===== config.mk =====
export PLATFORM = sky130hd
export DESIGN_NAME = ahbl_wait_regs
export DESIGN_NICKNAME = d
export VERILOG_FILES = /design/src/rtl/ahbl_pkg.sv /design/src/rtl/ahbl_ctrl.sv /design/src/rtl/ahbl_regfile.sv /design/src/rtl/ahbl_wait_regs.sv
export SDC_FILE = /design/constraint.sdc
export NUM_CORES = 1
export LEC_CHECK = 0
export BUFFER_PORTS_ARGS = -buffer_cell sky130_fd_sc_hd__buf_2
export CAP_MARGIN = 20
export CORE_MARGIN = 4
export CORE_UTILIZATION = 58
export CTS_BUF_LIST = sky130_fd_sc_hd__clkbuf_4 sky130_fd_sc_hd__clkbuf_8 sky130_fd_sc_hd__clkbuf_16
export CTS_CLUSTER_SIZE = 14
export DETAILED_ROUTE_END_ITERATION = 10
export GPL_ROUTABILITY_DRIVEN = 0
export PLACE_DENSITY = 0.78
export SETUP_SLACK_MARGIN = 0.5
export SYNTH_ARGS = -nofsm -noshare
export SYNTH_HDL_FRONTEND = slang
export SYNTH_SLANG_ARGS = --single-unit

===== constraint.sdc =====
create_clock -name clk -period 2.9 [get_ports clk]
set_clock_uncertainty 0.15 [all_clocks]
set_input_delay 0.29 -clock clk [delete_from_list [all_inputs] [get_ports clk]]
set_output_delay 0.29 -clock clk [all_outputs]
set_load 0.005 [all_outputs]

===== src/rtl/ahbl_pkg.sv =====
package ahbl_pkg;
  typedef enum logic [1:0] {
    TR_IDLE = 2'b00,
    TR_BUSY = 2'b01,
    TR_NSEQ = 2'b10,
    TR_SEQ  = 2'b11
  } trans_e;

  typedef enum logic [1:0] {
    PH_IDLE,
    PH_ACC,
    PH_ERR1,
    PH_ERR2
  } phase_e;

  typedef struct packed {
    logic capture;
    logic doWrite;
    logic doRead;
  } strobe_t;
endpackage


===== src/rtl/ahbl_ctrl.sv =====
module ahbl_ctrl
  import ahbl_pkg::*;
#(
  parameter int ADDR_W   = 8,
  parameter int NUM_REGS = 4,
  parameter int WAIT_W   = 3
) (
  input  logic              clk,
  input  logic              rstN,
  input  logic              hsel,
  input  logic [1:0]        htrans,
  input  logic              hreadyIn,
  input  logic [ADDR_W-3:0] wordIdx,
  input  logic [2:0]        hsize,
  input  logic              hwrite,
  input  logic [WAIT_W-1:0] waitCfg,
  output strobe_t           strb,
  output logic              hreadyOut,
  output logic              hresp
);
  phase_e            phase, phaseNext;
  logic [WAIT_W-1:0] cnt, cntNext;
  logic              writeQ;
  logic              active, bad, done;

  always_comb begin
    active = hsel && hreadyIn && htrans[1];
    bad    = (32'(wordIdx) >= NUM_REGS) || (hsize > 3'd2);
    done   = (phase == PH_ACC) && (cnt == '0);
  end

  always_comb begin
    hreadyOut = (phase == PH_ACC) ? (cnt == '0) : (phase != PH_ERR1);
    hresp     = (phase == PH_ERR1) || (phase == PH_ERR2);
  end

  always_comb begin
    phaseNext = PH_IDLE;
    cntNext   = cnt;
    if ((phase == PH_ACC) && (cnt != '0)) begin
      phaseNext = PH_ACC;
      cntNext   = cnt - 1'b1;
    end else if (phase == PH_ERR1) begin
      phaseNext = PH_ERR2;
    end else if (active && bad) begin
      phaseNext = PH_ERR1;
    end else if (active) begin
      phaseNext = PH_ACC;
      cntNext   = waitCfg;
    end
  end

  always_comb begin
    strb.capture = active && !bad && hreadyOut;
    strb.doWrite = done && writeQ;
    strb.doRead  = done && !writeQ;
  end

  always_ff @(posedge clk or negedge rstN) begin
    if (!rstN) begin
      phase  <= PH_IDLE;
      cnt    <= '0;
      writeQ <= 1'b0;
    end else begin
      phase <= phaseNext;
      cnt   <= cntNext;
      if (strb.capture) writeQ <= hwrite;
    end
  end

  assert_idle_ok_R2: assert property (@(posedge clk) disable iff (!rstN)
    (hsel && hreadyIn && !htrans[1] && hreadyOut) |=> (hreadyOut && !hresp));

  assert_wait_okay_R4: assert property (@(posedge clk) disable iff (!rstN)
    (!hreadyOut && !hresp) |=> !hresp);

  assert_err_pair_R8: assert property (@(posedge clk) disable iff (!rstN)
    (hresp && !hreadyOut) |=> (hresp && hreadyOut));

  assert_err_first_low_R8: assert property (@(posedge clk) disable iff (!rstN)
    $rose(hresp) |-> !hreadyOut);
endmodule


===== src/rtl/ahbl_regfile.sv =====
module ahbl_regfile
  import ahbl_pkg::*;
#(
  parameter int ADDR_W   = 8,
  parameter int NUM_REGS = 4
) (
  input  logic              clk,
  input  logic              rstN,
  input  strobe_t           strb,
  input  logic [ADDR_W-1:0] haddr,
  input  logic [1:0]        hsize,
  input  logic [31:0]       hwdata,
  output logic [31:0]       hrdata
);
  localparam int SEL_W = (NUM_REGS > 1) ? $clog2(NUM_REGS) : 1;

  logic [SEL_W-1:0]              idxQ;
  logic [1:0]                    offQ;
  logic [1:0]                    sizeQ;
  logic [3:0]                    laneEn;
  logic [NUM_REGS-1:0][31:0]     regBus;

  always_ff @(posedge clk or negedge rstN) begin
    if (!rstN) begin
      idxQ  <= '0;
      offQ  <= '0;
      sizeQ <= '0;
    end else if (strb.capture) begin
      idxQ  <= haddr[2 +: SEL_W];
      offQ  <= haddr[1:0];
      sizeQ <= hsize;
    end
  end

  always_comb begin
    case (sizeQ)
      2'd0:    laneEn = 4'b0001 << offQ;
      2'd1:    laneEn = offQ[1] ? 4'b1100 : 4'b0011;
      default: laneEn = 4'b1111;
    endcase
  end

  for (genvar r = 0; r < NUM_REGS; r++) begin : g_reg
    logic [31:0] q;
    always_ff @(posedge clk or negedge rstN) begin
      if (!rstN) begin
        q <= '0;
      end else if (strb.doWrite && (32'(idxQ) == r)) begin
        for (int b = 0; b < 4; b++) begin
          if (laneEn[b]) q[8*b +: 8] <= hwdata[8*b +: 8];
        end
      end
    end
    assign regBus[r] = q;
  end

  always_comb hrdata = strb.doRead ? regBus[idxQ] : '0;

  assert_read_keeps_R9: assert property (@(posedge clk) disable iff (!rstN)
    strb.doRead |=> $stable(regBus));
endmodule


===== src/rtl/ahbl_wait_regs.sv =====
module ahbl_wait_regs
  import ahbl_pkg::*;
#(
  parameter int ADDR_W   = 8,
  parameter int NUM_REGS = 4,
  parameter int WAIT_W   = 3
) (
  input  logic              clk,
  input  logic              rstN,
  input  logic              hsel,
  input  logic [ADDR_W-1:0] haddr,
  input  logic [1:0]        htrans,
  input  logic              hwrite,
  input  logic [2:0]        hsize,
  input  logic [31:0]       hwdata,
  input  logic              hreadyIn,
  input  logic [WAIT_W-1:0] waitCfg,
  output logic [31:0]       hrdata,
  output logic              hreadyOut,
  output logic              hresp
);
  strobe_t strb;

  ahbl_ctrl #(.ADDR_W(ADDR_W), .NUM_REGS(NUM_REGS), .WAIT_W(WAIT_W)) ctrl_i (
    .clk(clk), .rstN(rstN), .hsel(hsel), .htrans(htrans), .hreadyIn(hreadyIn),
    .wordIdx(haddr[ADDR_W-1:2]), .hsize(hsize), .hwrite(hwrite),
    .waitCfg(waitCfg), .strb(strb), .hreadyOut(hreadyOut), .hresp(hresp)
  );

  ahbl_regfile #(.ADDR_W(ADDR_W), .NUM_REGS(NUM_REGS)) regs_i (
    .clk(clk), .rstN(rstN), .strb(strb), .haddr(haddr), .hsize(hsize[1:0]),
    .hwdata(hwdata), .hrdata(hrdata)
  );
endmodule


# ---- Yosys cells after proc, flatten, opt, wreduce, memory -nomap -nowiden
# Index checks and enable logic that the tools add are counted.
# W data, S select, Z words.
dict set report classes {
  n_addsub 1
  magnitude_cmp 3
  eq_ne 10
  shifts 1
  mux 14
  n_reduce_logical 39
}
# operator count
set ops {}
lappend ops {{$bmux W32 S2} 1}
lappend ops {{$mux W32} 2}
lappend ops {{$reduce_and A2 Y1} 16}
lappend ops {{$logic_and A1 B1 Y1} 13}
lappend ops {{$mux W3} 4}
lappend ops {{$eq A2 B2 Y1 const B} 4}
lappend ops {{$pmux W4 S2} 1}
lappend ops {{$eq A2 B1 Y1 const B} 3}
lappend ops {{$ge A6 B3 Y1 const B} 1}
lappend ops {{$mux W2} 3}
lappend ops {{$logic_not A2 Y1} 2}
lappend ops {{$mux W4} 1}
lappend ops {{$ne A2 B2 Y1 const B} 2}
lappend ops {{$shl A1 B2 Y4 const A} 1}
lappend ops {{$gt A3 B2 Y1 const B} 1}
lappend ops {{$logic_not A3 Y1} 1}
lappend ops {{$lt A2 B3 Y1 const B} 1}
lappend ops {{$reduce_and A3 Y1} 1}
lappend ops {{$reduce_bool A3 Y1} 1}
lappend ops {{$sub A3 B1 Y3 const B} 1}
lappend ops {{$logic_not A1 Y1} 2}
lappend ops {{$logic_or A1 B1 Y1} 2}
lappend ops {{$mux W1} 2}
lappend ops {{$ne A2 B1 Y1 const B} 1}
lappend ops {{$reduce_bool A2 Y1} 1}
dict set report word_totals {
  register_bits 140
  in_bits 53
  out_inout_bits 34
  wordCells 90
}

# ---- Longest topological paths before layout
dict set report logic_depth {
  word_depth 6
  depth_mapped 8
  ltp_nobuf 7
}

# ---- Modules after synthesis
# Synthesis repeated with hierarchy kept, for this count alone.
dict set report hier_totals {
  hier_cells 426
  area_unflattened_um2 6550.0
}
# module n_inst cells_per_inst area_per_inst_um2 seq_area_each_um2
set by_module_without_submodules {}
lappend by_module_without_submodules {ahbl_regfile 1 378 6107.1 3353.2}
lappend by_module_without_submodules {ahbl_ctrl 1 48 442.9 150.1}

# ---- Least setup slack after synthesis
# No wires, ideal clock.
dict set report synth_path {
  kind {register to register}
  startpoint {register ctrl_i.cnt[0]}
  endpoint {register regs_i.g_reg[3].q[24]}
  setup_time_ps 125
  arrival_time_ps 1719
  t_required_ps 2625
  setup_slack_ps 906
  stages_incl_launch_ff 9
  n_path_buf 1
  synth_period_minus_slack_ps 1994
  path_cell_list {dfrtp_1 -> inv_1 -> ha_1 -> ha_1 -> nand2_1 -> or2_4 -> nor2b_1 -> buf_2 -> mux2_2}
}
dict set report synth_between {
  elab_chain_cells 5
}
# element line
set synth_rtl {}
lappend synth_rtl {{from (decl)} ahbl_ctrl.sv:22} ;# logic [WAIT_W-1:0] cnt, cntNext;
lappend synth_rtl {{from (signal assigned)} ahbl_ctrl.sv:66} ;# cnt <= cntNext;
lappend synth_rtl {{$logic_not A3 Y1} ahbl_ctrl.sv:29} ;# done = (phase == PH_ACC) && (cnt == '0);
lappend synth_rtl {{$logic_and A1 B1 Y1} ahbl_ctrl.sv:29}
lappend synth_rtl {{$logic_and A1 B1 Y1} ahbl_ctrl.sv:55} ;# strb.doWrite = done && writeQ;
lappend synth_rtl {{$logic_and A1 B1 Y1} ahbl_regfile.sv:48} ;# end else if (strb.doWrite && (32'(idxQ) == r)) begin
lappend synth_rtl {{$reduce_and A2 Y1 (no source line)} --}
lappend synth_rtl {{to (signal, indexed assignment)} ahbl_regfile.sv:50} ;# if (laneEn[b]) q[8*b +: 8] <= hwdata[8*b +: 8];
lappend synth_rtl {{to (decl)} ahbl_regfile.sv:44} ;# logic [31:0] q;
# No other way between the ends.
# A chain may end at the register's enable or synchronous reset.

# ---- Worst setup path after layout
dict set report layout_path {
  startpoint {register ctrl_i.cnt[0]}
  endpoint {output hrdata[31]}
}
dict set report layout_between {
  elab_chain_cells 4
}
# element line
set layout_rtl {}
lappend layout_rtl {{$logic_not A3 Y1} ahbl_ctrl.sv:29}
lappend layout_rtl {{$logic_and A1 B1 Y1} ahbl_ctrl.sv:29}
lappend layout_rtl {{$logic_and A1 B1 Y1} ahbl_ctrl.sv:56} ;# strb.doRead = done && !writeQ;
lappend layout_rtl {{$mux W32} ahbl_regfile.sv:57} ;# always_comb hrdata = strb.doRead ? regBus[idxQ] : '0;
lappend layout_rtl {{to (decl)} ahbl_wait_regs.sv:18} ;# output logic [31:0] hrdata,
# No other way between the ends.

==> summary by stage <==
Pwr
The share of total power in sequential cells is 39.5%. The ratio of total power to cell area is between 600 and 700 nW/um^2. The internal portion of total power is ~4.1 mW. The share of total power dissipated in combinational logic is 17.5%.

Summed over all cells, the static leakage comes to 3.95 nW. The total power is 5.50 mW. The clock share of power is 42.9%.

The fraction of power spent switching nets is 24.6%. VDD sags by at most 0.624 mV. The switching power is 1.35 mW.

Floorplanning
The total I/O pin count is between 80 and 90. The total die area is 12900 sq um. The core area is roughly 11000 sq um. In this run the vertical extent of the chip is 114 um. In this run the horizontal extent of the chip is around 110 um. The initial standard-cell utilization of the core is 59.5%.

The cell row count is 38.

Detailed routing
The post-detailed-route wirelength per cell is 21.9 um. The routed layout has roughly 4200 vias. The number of DRC violations after detailed routing is 0.

The final antenna-violating net count is 0. The number of optimization iterations in the first detailed-route pass is 4. Dividing the detail-routed via count by the number of cells gives between 5 and 6.

Wires add up to approximately 16000 um. The first-iteration detailed-routing DRC count is 276.

Worst setup path
Along the worst path, the maximum fanout reaches 6. The path type of the worst setup path is reg2out. Counting both buffers and inverters, the worst setup path holds a total of 4.

The worst setup path is captured at a primary output. Across all register-to-register paths, the minimum setup slack is 0.45 ns. The startpoint kind of the worst setup timing path is a register. The dominant cell type by count on the critical path is ha_4.

Traced cell by cell, the critical path runs through inv_2, ha_4, ha_4, nand4bb_4, buf_6, buf_12, nor2b_4, buf_2. Broken down by cell family, the worst path's largest delay share belongs to buffers and inverters. The data arrival time of the critical path is approximately 2.1 ns. Data on the critical path is required at its endpoint by 2.46 ns.

The largest individual stage delay along the critical path comes from the cell dfrtp_1. The capture instance of the worst register-to-register path is regs_i.g_reg[0].q[2]. The worst register-to-register path begins at ctrl_i.cnt[0]. The peak per-stage delay on the critical path is 0.41 ns. Measured in cells, the most critical reg-to-reg path has a length of 10.

Placed design
The HPWL after detailed placement is 8660 um. Buffers placed on the I/O ports in this run total 85.

Synthesis
dfrtp_1 takes more of the synthesized area than any other cell. The cell area after synthesis is around 6500 sq um. The number of enable-type register cells in the synthesized netlist is 0.

The commonest register cell after synthesis is dfrtp_1. The post-synthesis cell type count is 35. A synthesized cell averages about 16 sq um.

The count of mapped cells out of synthesis is roughly 420. The flip-flop and latch count after synthesis is 140. After synthesis, the cell types taking the most area are dfrtp_1 54%, mux2_2 22%, mux4_2 11%. The area share of the largest cell type after synthesis is between 50% and 60%. The most common cell in the netlist is dfrtp_1.

The commonest cells after synthesis are 140 x dfrtp_1, 127 x mux2_2, 37 x nor2b_1. The net count after synthesis is around 470. The proportion of synthesized chip area in sequential cells is 54.0%. The share of async-settable or async-resettable flops after synthesis is 100%.

The count of synthesis-stage warnings from yosys is 0.

STA
The measured slew at the worst slew-check pin is approximately 0.67 ns. Timing would allow up to 0.389 GHz. Subtracting the final worst setup slack from the clock period gives between 2 and 3 ns. Setup repair after global routing could not meet its margin everywhere. The final setup violation count is 0. The worst slew margin relative to its limit is a little under three fifths.

Hold timing on the final database bottoms out at a slack of 0.0331 ns. In the finished design, the share of the clock period the worst path needs comes to roughly 90%. The final hold violation count is 0.

The summed negative setup slack over all endpoints is 0 ns. The count of pins over their slew limit is 0.

CTS
The maximum root-to-sink buffer count is 2. The clock latency of the later-clocked register in the worst-skew pair is about 0.53 ns. TritonCTS created 17 clock buffers. The CTS tree is yes. The root buffer cell is clkbuf_8.

For this design, the sink count on the clock tree is 140. The register clock-pin slew on the reported worst setup and hold paths is about 0.070 ns. The maximum level of the CTS H-tree is 4.

Finish
The number of nets in the layout is 632. In the final layout, the share of cells above drive strength 1 is 61.2%. The number of diodes is 0. The area taken by flip-flops and latches is 3510 sq um. The number of filler instances in the final layout is around 600. In the final layout, the multi-input gates occupy 3080 sq um. The area overhead of the layout relative to synthesis is 33.7%.

GRT
The global-route total usage across every layer is 24.8%. The pin count of the biggest net entering global routing is 73. The wire length of the first global-routing pass is 24200 um.

The number of global-route vias before repair is 4641. The number of antenna violations at the first check in global routing is 0. The global-route congestion overflow total is 0.

Hold path
The number of cells on the worst hold path is 5. The startpoint identified for the worst hold timing path is haddr[6]. The worst hold path terminates at ctrl_i.phase[1]. The path class of the lowest-slack min-delay path is in2reg.

Run
The reported max-cap violation count is 0.

Run status
The flow ran to the end, and the final reports show no timing, DRC or antenna violations.
==> worst max-delay path by stage <==
stage | from | to | slack [ns] | cells past startpoint
2_1_floorplan | ctrl_i.cnt[0] | regs_i.g_reg[3].q[24] | 0.91 | 8
5_1_grt | ctrl_i.cnt[0] | hrdata[18] | 0.24 | 8
3_3_place_gp | regs_i.idxQ[1] | regs_i.g_reg[3].q[2] | 0.54 | 4
6_report | ctrl_i.cnt[0] | hrdata[31] | 0.33 | 8
3_5_place_dp | regs_i.idxQ[1] | regs_i.g_reg[3].q[7] | 0.52 | 4
4_1_cts | ctrl_i.cnt[1] | hrdata[1] | 0.36 | 8
==> sequential cells by signal (all words and copies together) (netlist names) <==
register and count:
regs_i.sizeQ 2, regs_i.g.q 128, ctrl_i.writeQ 1, ctrl_i.phase 2
regs_i.offQ 2, regs_i.idxQ 2, ctrl_i.cnt 3
==> through the flow <==
step	utilization, %	worst slack (ns)	std cells	instance area [sq um]
2_1_floorplan	-	0.906	416	6480
3_3_place_gp	65.4	0.542	635	7120
3_5_place_dp	65.4	0.515	635	7120
4_1_cts	77.8	0.363	723	8470
5_1_grt	79.6	0.239	730	8670
6_report	79.6	0.326	730	8670
==> repair_timing <==
item                       4_1_cts  5_1_grt
gates cloned                     3        0
setup endpoints to repair       41       83
hold endpoints to repair       207        0
buffers inserted                 7        7
gates resized for setup         27       36
hold buffers                    46        0
pin swaps                        2        4
==> final cells by class <==
| class | instances | area share (%) |
|---|---|---|
| flip-flops and latches | 140 | 40.5 |
| multi-input cells | 254 | 35.5 |
| repair buffers | 160 | 14.4 |
| clock buffers | 20 | 5.25 |
| clock inverters | 12 | 2.21 |
| well taps | 140 | 2.02 |
| inverters | 4 | 0.173 |
==> power groups by stage <==
stage	Clock (mW)	Combinational, mW	Sequential, mW
6_report	2.36	0.965	2.17
5_1_grt	2.49	1.02	2.18
4_1_cts	2.39	0.798	2.15
3_5_place_dp	0	0.609	2.18
3_3_place_gp	0	0.587	2.18
2_1_floorplan	0	0.415	2.15
==> routing by layer <==
layer  routed length [um]  part of all wire, %  track usage, %  up-vias
li1                     -                    -               -     1860
met2                 8510                   53            42.6      115
met4                  443                  2.8            9.46        0
met1                 6310                   40            30.5     2221
met5                    0                    0               0        -
met3                  702                  4.4            6.21       38
==> worst min-delay path: stages <==
cell,delay (ns)
buf_2,0.10
nor4_4,0.05
nand2_1,0.06
a21oi_1,0.07
nor2_1,0.10
==> cell usage in the layout, fill, tap and decap left out, drive strengths merged, types with 2 or more instances in the layout <==
cell type	Yosys	layout
nand2b	3	3
nand2	13	13
ha	2	2
bufinv	0	5
clkinv	0	6
mux4	32	32
clkbuf	7	20
o21bai	2	2
nor2b	37	37
mux2	135	135
nor2	5	5
dlygate4sd3	0	46
dfrtp	140	140
buf	11	114
o221a	2	2
inv	4	4
a21oi	4	4
nor3	4	4
==> logic make-up (layout without fill, tap and decap cells) <==
family                     count (synthesis)  in the layout  share of synthesized area [%]
AOI/OAI and AO/OA                         12             12                           1.45
adders and majority gates                  2              2                          0.386
buffers and inverters                     22            196                           1.62
DFF                                      140            140                           54.0
muxes                                    167            167                           35.0
and+or+nand+nor                           73             73                           7.47
Note: power is estimated with default switching activity, not from simulation.
